==> config.mk <==
export PLATFORM = sky130hd
export DESIGN_NAME = ldpc_cnode_proc
export DESIGN_NICKNAME = d
export VERILOG_FILES = /design/src/rtl/ldpc_cn_pkg.sv /design/src/rtl/ldpc_cn_fwd_lut.sv /design/src/rtl/ldpc_cn_inv_lut.sv /design/src/rtl/ldpc_cnode_proc.sv
export SDC_FILE = /design/constraint.sdc
export NUM_CORES = 1
export LEC_CHECK = 0
export ABC_AREA = 1
export BUFFER_PORTS_ARGS = -buffer_cell sky130_fd_sc_hd__buf_2
export CAP_MARGIN = 10
export CORE_AREA = 5 5 160 162
export DETAILED_ROUTE_END_ITERATION = 6
export DIE_AREA = 0 0 165 167
export GPL_ROUTABILITY_DRIVEN = 0
export PLACE_DENSITY_LB_ADDON = 0.12
export SYNTH_ARGS = -nofsm -noshare
export SYNTH_HDL_FRONTEND = slang
export SYNTH_SLANG_ARGS = --single-unit
==> constraint.sdc <==
create_clock -name clk -period 6.9 [get_ports clk]
set_input_delay 0.69 -clock clk [delete_from_list [all_inputs] [get_ports clk]]
set_output_delay 0.69 -clock clk [all_outputs]
set_load 0.005 [all_outputs]
==> src/rtl/ldpc_cn_pkg.sv <==
package ldpc_cn_pkg;
  localparam int CN_MAG_W = 4;
  localparam int CN_LUT_W = 6;

  // Quantised f(x): input step 0.5, output step 1/16, zero magnitude pinned high
  function automatic logic [CN_LUT_W-1:0] cn_fwd_val(input logic [CN_MAG_W-1:0] m);
    case (m)
      4'd0:    cn_fwd_val = 6'd63;
      4'd1:    cn_fwd_val = 6'd23;
      4'd2:    cn_fwd_val = 6'd12;
      4'd3:    cn_fwd_val = 6'd7;
      4'd4:    cn_fwd_val = 6'd4;
      4'd5:    cn_fwd_val = 6'd3;
      4'd6:    cn_fwd_val = 6'd2;
      4'd7:    cn_fwd_val = 6'd1;
      4'd8:    cn_fwd_val = 6'd1;
      default: cn_fwd_val = 6'd0;
    endcase
  endfunction
endpackage

==> src/rtl/ldpc_cn_fwd_lut.sv <==
module ldpc_cn_fwd_lut
  import ldpc_cn_pkg::*;
(
  input  logic [CN_MAG_W-1:0] mag_i,
  output logic [CN_LUT_W-1:0] val_o
);
  always_comb val_o = cn_fwd_val(mag_i);
endmodule

==> src/rtl/ldpc_cn_inv_lut.sv <==
module ldpc_cn_inv_lut
  import ldpc_cn_pkg::*;
#(
  parameter int SUM_W = 9
) (
  input  logic [SUM_W-1:0]    sum_i,
  output logic [CN_MAG_W-1:0] mag_o
);
  localparam int NMAG = (1 << CN_MAG_W) - 1;

  logic [CN_MAG_W:0] cnt;

  // Count of table entries (excluding m=0) at or above the reduced sum
  always_comb begin
    cnt = '0;
    for (int m = 1; m <= NMAG; m++) begin
      if ({{(SUM_W-CN_LUT_W){1'b0}}, cn_fwd_val(CN_MAG_W'(m))} >= sum_i)
        cnt = cnt + 1'b1;
    end
    mag_o = cnt[CN_MAG_W-1:0];
  end
endmodule

==> src/rtl/ldpc_cnode_proc.sv <==
module ldpc_cnode_proc
  import ldpc_cn_pkg::*;
#(
  parameter int DEG   = 6,
  parameter int SUM_W = 9
) (
  input  logic                            clk,
  input  logic                            rst_n,
  input  logic                            in_valid,
  input  logic [DEG*(CN_MAG_W+2)-1:0]     in_word,
  output logic                            out_valid,
  output logic [DEG*(CN_MAG_W+1)-1:0]     out_msg,
  output logic                            parity_odd
);
  localparam int MSG_W  = CN_MAG_W + 1;
  localparam int WORD_W = CN_MAG_W + 2;

  // ---------------- stage 1: field split, forward table, sum ----------------
  logic [DEG-1:0][CN_MAG_W-1:0] in_mag;
  logic [DEG-1:0]               in_sgn;
  logic [DEG-1:0]               in_hd;
  logic [DEG-1:0][CN_LUT_W-1:0] fwd_val;

  genvar gi;
  generate
    for (gi = 0; gi < DEG; gi++) begin : g_fwd
      assign in_mag[gi] = in_word[gi*WORD_W +: CN_MAG_W];
      assign in_sgn[gi] = in_word[gi*WORD_W + CN_MAG_W];
      assign in_hd[gi]  = in_word[gi*WORD_W + CN_MAG_W + 1];
      ldpc_cn_fwd_lut u_fwd (.mag_i(in_mag[gi]), .val_o(fwd_val[gi]));
    end
  endgenerate

  logic [SUM_W-1:0] sum_d;
  always_comb begin
    sum_d = '0;
    for (int i = 0; i < DEG; i++)
      sum_d = sum_d + {{(SUM_W-CN_LUT_W){1'b0}}, fwd_val[i]};
  end

  logic                         s1_vld_q;
  logic [SUM_W-1:0]             s1_sum_q;
  logic [DEG-1:0][CN_LUT_W-1:0] s1_own_q;
  logic [DEG-1:0]               s1_sgn_q;
  logic                         s1_par_q;

  always_ff @(posedge clk or negedge rst_n) begin
    if (!rst_n) begin
      s1_vld_q <= 1'b0;
      s1_par_q <= 1'b0;
      s1_sum_q <= '0;
      s1_own_q <= '0;
      s1_sgn_q <= '0;
    end else begin
      s1_vld_q <= in_valid;
      s1_par_q <= ^in_hd;
      if (in_valid) begin
        s1_sum_q <= sum_d;
        s1_own_q <= fwd_val;
        s1_sgn_q <= in_sgn;
      end
    end
  end

  // ---------------- stage 2: own-term removal, inverse table, signs ---------
  logic                    tot_sgn;
  logic [DEG*MSG_W-1:0]    msg_d;

  assign tot_sgn = ^s1_sgn_q;

  generate
    for (gi = 0; gi < DEG; gi++) begin : g_inv
      logic [SUM_W-1:0]    red_sum;
      logic [CN_MAG_W-1:0] out_mag;
      assign red_sum = s1_sum_q - {{(SUM_W-CN_LUT_W){1'b0}}, s1_own_q[gi]};
      ldpc_cn_inv_lut #(.SUM_W(SUM_W)) u_inv (.sum_i(red_sum), .mag_o(out_mag));
      assign msg_d[gi*MSG_W +: MSG_W] = {tot_sgn ^ s1_sgn_q[gi], out_mag};
    end
  endgenerate

  logic                 out_vld_q;
  logic [DEG*MSG_W-1:0] out_msg_q;
  logic                 out_par_q;

  always_ff @(posedge clk or negedge rst_n) begin
    if (!rst_n) begin
      out_vld_q <= 1'b0;
      out_par_q <= 1'b0;
      out_msg_q <= '0;
    end else begin
      out_vld_q <= s1_vld_q;
      out_par_q <= s1_par_q;
      if (s1_vld_q) out_msg_q <= msg_d;
    end
  end

  assign out_valid  = out_vld_q;
  assign out_msg    = out_msg_q;
  assign parity_odd = out_par_q;
endmodule

# Word-level counts from Yosys, hierarchy flattened
# Memory sizes are Yosys's and may differ from the RTL's.
# Cells that the tools add are included.
# Widths: inputs -> output; s select.
# op_classes
n_reduce_logical,2
order_cmp,48
addsub,95
muxes,90
bitwise,6
# ops
cell,n
$mux 4,78
$add 4x1->4 const B,72
$ge 1x9->1 const A,12
$ge 2x9->1 const A,12
$ge 3x9->1 const A,12
$ge 4x9->1 const A,6
$ge 5x9->1 const A,6
$sub 9x6->9,6
$add 2x1->3 const B,6
$add 9x6->9,2
$add 1x1->2 const B,6
$mux 2,6
$reduce_xor 6->1,2
$add 8x6->9,1
$add 7x6->8,1
$add 6x6->7,1
$mux 1,6
$xor 1x1->1,6
# word_totals
inputBits,39
word_cells,260
output_inout_bits,32
regBits,85
n_memories,6
mem_bits_ro,576
# memory_table
name,depth,width,rd,rd_ports_with_merged_regs,write_ports,line,source
(name not given),16,6,1,0,0,ldpc_cn_pkg.sv:7,case (m)
(name not given),16,6,1,0,0,ldpc_cn_pkg.sv:7,
(name not given),16,6,1,0,0,ldpc_cn_pkg.sv:7,
(name not given),16,6,1,0,0,ldpc_cn_pkg.sv:7,
(name not given),16,6,1,0,0,ldpc_cn_pkg.sv:7,
(name not given),16,6,1,0,0,ldpc_cn_pkg.sv:7,

# Longest topological paths before layout
# depth
ltp_word,31
mapped_depth,50
mapped_depth_nobuf,50

# Cells and area by module
# A second synthesis with hierarchy kept.
# hier_totals
cells_unflattened,1875
hier_area_um2,12241.7
# modules_own_cells
mod,area_each_um2,seq_area_each_um2,n_inst,cells_each
ldpc_cnode_proc,5965.7,2127.0,1,735
ldpc_cn_inv_lut,944.7,0.0,6,169
ldpc_cn_fwd_lut,101.3,0.0,6,21

# Worst setup path before layout
# No wires, ideal clock.
# synth_timing
kind,reg2reg
from,register s1_sum_q[1]
to,"register out_msg_q[18], in the netlist out_msg[18]"
synth_period_minus_slack_ns,5.292
setup_time_ns,0.117
required_ns,6.783
t_arrival_ns,5.175
stages_incl_launch_ff,37
slack_ns,1.608
path_buffers,0
path_cell_list,dfrtp_1 -> fa_1 -> xor2_1 -> inv_1 -> nor2_1 -> inv_1 -> nand2_1 -> nand2_1 -> ha_1 -> nand4_1 -> nand2_1 -> inv_2 -> ha_1 -> nand2_1 -> nand2_1 -> nand2_1 -> nand3_1 -> nand2_1 -> ha_1 -> inv_1 -> o21ai_1 -> or2_1 -> nand2_1 -> inv_1 -> ha_1 -> nor2_1 -> inv_1 -> nand3_1 -> nand3_1 -> nand3_2 -> nand2_1 -> nand2_1 -> nand3_1 -> nand2_1 -> nand2_1 -> nand3_1 -> nand2_1
# synth_between
elab_chain_cells,31
elab_cells_between_ends,38
classes_between,15 x add/sub; 8 x order compare; 15 x mux
# synth_lines
item,line,source
from (decl),ldpc_cnode_proc.sv:42,logic [SUM_W-1:0] s1_sum_q;
from (signal assigned),ldpc_cnode_proc.sv:58,s1_sum_q <= sum_d;
$sub 9x6->9 *,ldpc_cnode_proc.sv:75,"assign red_sum = s1_sum_q - {{(SUM_W-CN_LUT_W){1'b0}}, s1_own_q[gi]};"
$ge 5x9->1,ldpc_cn_inv_lut.sv:17,"if ({{(SUM_W-CN_LUT_W){1'b0}}, cn_fwd_val(CN_MAG_W'(m))} >= sum_i)"
$mux 1,ldpc_cn_inv_lut.sv:17,
$add 1x1->2,ldpc_cn_inv_lut.sv:18,cnt = cnt + 1'b1;
$mux 2,ldpc_cn_inv_lut.sv:17,
$add 2x1->3,ldpc_cn_inv_lut.sv:18,
$mux 4,ldpc_cn_inv_lut.sv:17,
$add 4x1->4,ldpc_cn_inv_lut.sv:18,
(+15 left out),--,
$add 4x1->4,ldpc_cn_inv_lut.sv:18,
$mux 4,ldpc_cn_inv_lut.sv:17,
$add 4x1->4,ldpc_cn_inv_lut.sv:18,
$mux 4,ldpc_cn_inv_lut.sv:17,
$add 4x1->4,ldpc_cn_inv_lut.sv:18,
$mux 4,ldpc_cn_inv_lut.sv:17,
$add 4x1->4,ldpc_cn_inv_lut.sv:18,
$mux 4 *,ldpc_cn_inv_lut.sv:17,
to (signal assigned),ldpc_cnode_proc.sv:93,if (s1_vld_q) out_msg_q <= msg_d;
to (decl),ldpc_cnode_proc.sv:82,logic [DEG*MSG_W-1:0] out_msg_q;
# Every way passes the cells marked *; elsewhere a longest branch is shown, timed or not.
# A chain may end at the register's enable or synchronous reset.

# Worst setup path after layout
# layout_timing
from,register s1_sum_q[1]
to,"register out_msg_q[8], in the netlist out_msg[8]"
# The elaborated chain is that of the path after synthesis.

==> results.json <==
{
  "synth_top_area_share_pct": 18.3,
  "tns_ns": 0,
  "synthAdderAreaFrac_pct": 15.3,
  "cp.arrival_ns": 6.23,
  "cp_top_family": "simple AND/OR/NAND/NOR gates",
  "synthTopCellsByArea": "nand2_1 (18%), dfrtp_1 (18%), ha_1 (10%), inv_1 (9.7%), nand3_1 (7.3%)",
  "ys_seq_area_share_pct": 18.0,
  "post-cts-setup-buffers": 0,
  "grt_util_met3_pct": 1.75,
  "max_slew_margin_pct": 31.3,
  "outcome": "complete, no violations",
  "ir_worst_vdd_v": 0.000178,
  "viasPerCell": 4.94,
  "global_route.peak_usage_layer": "met2",
  "synth-compound-area-share_pct": 9.47,
  "area_delta_synth_final_pct": 8.35,
  "max_freq_ghz": 0.167,
  "grt_pass1_vias": 10300,
  "reg2regPathDepth": 40,
  "cts_buffer_depth": 2,
  "cp-end-kind": "flip-flop",
  "drtPass1Iterations": 5,
  "grt_pass1_wl_mm": 47.5,
  "cts-root-buf": "clkbuf_16",
  "r2r_start": "s1_sum_q[1]$_DFFE_PN0P_",
  "use_met1_pct": 30.2,
  "max_stage_delay_ns": 0.66,
  "required_ns": 7.14,
  "ys_types": 58,
  "rrSetupSlack_ns": 0.91,
  "cts.sinks": 85,
  "synth_top_family_by_area": "simple AND/OR/NAND/NOR gates",
  "grtUsageMet2_pct": 32.8,
  "synth.avg_cell_area_um2": 6.28,
  "coreArea_um2": 24000,
  "drc": 0,
  "cts_inserted_buffers": 9,
  "critPathCapture": "out_msg[8]$_DFFE_PN0P_",
  "wire_per_inst_um": 12.0,
  "finalSetupViolCount": 0,
  "drt_wl_total_mm": 27.4,
  "report.final.slew_viol_count": 0,
  "syn_area_um2": 11800,
  "cp_max_fo": 13,
  "yosysWarnings": 0,
  "synth_xor_area_share_pct": 3.04,
  "ctsHoldBuffers": 0,
  "ys_ff_latch": 85,
  "grt_setup_unrepaired": "no",
  "critical_path_depth": 40,
  "synthFlopType": "dfrtp_1",
  "vias": 11200,
  "diodes": 0,
  "io_pins": 71,
  "path_clk_slew_ns": 0.07,
  "worstMarginPinSlew_ns": 1.03,
  "netlist_instances": 1881,
  "nets": 2110,
  "htreeDepth": 3,
  "num_rows": 57,
  "start_kind": "flip-flop",
  "overflow": 0,
  "dpl.hpwl_mm": 22.3,
  "drive_gt1_share_pct": 13.8,
  "fin_worst_skew_ns": 0.00991,
  "path_buf_inv": 5,
  "yosysMostFrequentCell": "nand2_1",
  "critPathKind": "reg -> reg",
  "synth-simple-area-share_pct": 42.1,
  "grt_max_degree": 62,
  "reg2reg_to": "out_msg[8]$_DFFE_PN0P_",
  "die_y_um": 167,
  "cts_tree": "yes",
  "drt-initial-drc-count": 643,
  "p_per_area_nw_per_um2": 482,
  "period_needed_ns": 5.99,
  "synthArstFlopShare_pct": 100,
  "cts_resized": 0,
  "grt_antenna_before_repair": 0,
  "fillerInstances": 2498,
  "post-synth-top-area-cell": "nand2_1",
  "synth_common_cells": "nand2_1 (575), inv_1 (306), nand3_1 (172)",
  "initial_core_util_pct": 49.3,
  "drtAntennaViolNets": 0,
  "die_x_um": 165,
  "drv_cap": 0,
  "grt_util_all_layers_pct": 20.4,
  "p_leak_nw": 7.35,
  "hold_viol_final": 0,
  "worst_path_most_repeated_cell": "nand2_1",
  "syn_nets": 2046,
  "power.total_mw": 6.16,
  "hold_class": "in -> async",
  "clk-insertion-delay-late_ns": 0.35,
  "portBuffers": 70,
  "fin_crit_sh_pct": 86.8,
  "critPathLaunch": "s1_sum_q[1]$_DFFE_PN0P_",
  "synthMuxAreaShare_pct": 0,
  "slowest_stage": "dfrtp_1",
  "dieArea_um2": 27600,
  "synth_edf_count": 0
}
-- layout by cell type (no fill, tap or decap), types with 3 or more instances in the layout --
cell type,n
nor3_1,9
inv_2,34
nand2_2,58
nand3_1,172
nor2_4,22
or2_0,3
nor2_2,9
and2_1,4
xor2_1,31
buf_2,69
o21ai_1,6
nand3_4,4
a21oi_2,8
buf_4,5
dfrtp_1,85
a31oi_1,7
or2_1,6
o21ai_0,88
ha_1,96
xnor2_1,10
clkinvlp_4,3
nand2_4,7
nor2_1,131
inv_1,306
a21oi_1,43
nand4_1,26
nand2_1,575
o21ai_2,4
o2111ai_1,3
nand3_2,15
nand3b_1,6
or2_2,9
clkinv_1,12
fa_1,30
clkbuf_16,9
o211ai_1,11
o31ai_1,5
-- cell type report --
class	count	area, um2	share of cell area (%)
Clock buffer	10	229	1.79
Multi-Input combinational cell	1422	8250	64.5
Clock inverter	6	70.1	0.548
Sequential cell	85	2130	16.6
Timing Repair Buffer	74	383	2.99
Tap cell	324	405	3.17
Inverter	353	1330	10.4
-- metal layers --
| layer | up-vias | wire [um] |
|---|---|---|
| li1 | 6055 | - |
| met1 | 4985 | 14200 |
| met2 | 173 | 12000 |
| met3 | 14 | 898 |
| met4 | 0 | 219 |
| met5 | - | 0 |
-- cell families after synthesis --
| group | count (synthesis) |
|---|---|
| simple gates | 1065 |
| buf+inv | 374 |
| compound gates | 190 |
| fa+ha+maj | 126 |
| flops | 85 |
| xor+xnor | 41 |
-- worst min-delay path by stage --
stage / slack, ns / cells after the start / startpoint / end
3_5_place_dp: 0.35 / 0 / s1_par_q$_DFF_PN0_ / parity_odd$_DFF_PN0_
5_1_grt: 0.32 / 1 / rst_n / out_msg[28]$_DFFE_PN0P_
6_report: 0.27 / 1 / rst_n / out_msg[28]$_DFFE_PN0P_
2_1_floorplan: 0.33 / 0 / s1_par_q$_DFF_PN0_ / parity_odd$_DFF_PN0_
3_3_place_gp: 0.34 / 0 / s1_par_q$_DFF_PN0_ / parity_odd$_DFF_PN0_
4_1_cts: 0.29 / 1 / rst_n / out_msg[28]$_DFFE_PN0P_
-- where the power goes --
group / switching, mW / internal [mW]
clock: 0.223 / 0.284
sequential: 0.126 / 0.592
combinational: 3.29 / 1.65
-- flip-flops by register name, indices dropped and copies added, names as in the netlist --
register / cells
parity_odd: 1
s1_own_q: 36
out_valid: 1
s1_par_q: 1
s1_sum_q: 9
out_msg: 30
s1_vld_q: 1
s1_sgn_q: 6
-- worst register-to-register path, delay by kind of cell, from the launching register on --
family / cells / cell delay, ns
AO/OA/AOI/OAI: 5 / 0.87
adder cells (fa/ha/maj): 5 / 1.79
buffers and inverters: 5 / 0.41
flip-flops: 1 / 0.66
AND/OR/NAND/NOR: 25 / 2.16
-- per-stage QoR --
| stage | setup slack, ns | util, % | instances | cell area [um2] | hold WS, ns |
|---|---|---|---|---|---|
| global route | 0.158 | 53.4 | 2274 | 12800 | 0.316 |
| floorplan | 1.61 | - | 1881 | 11800 | 0.331 |
| CTS | 0.907 | 53.4 | 2274 | 12800 | 0.291 |
| finish | 0.913 | 53.4 | 2274 | 12800 | 0.272 |
| global placement | 1.10 | 52.1 | 2258 | 12500 | 0.335 |
| detailed placement | 0.946 | 52.1 | 2258 | 12500 | 0.346 |
No activity file was read; power rests on OpenSTA's default activity.
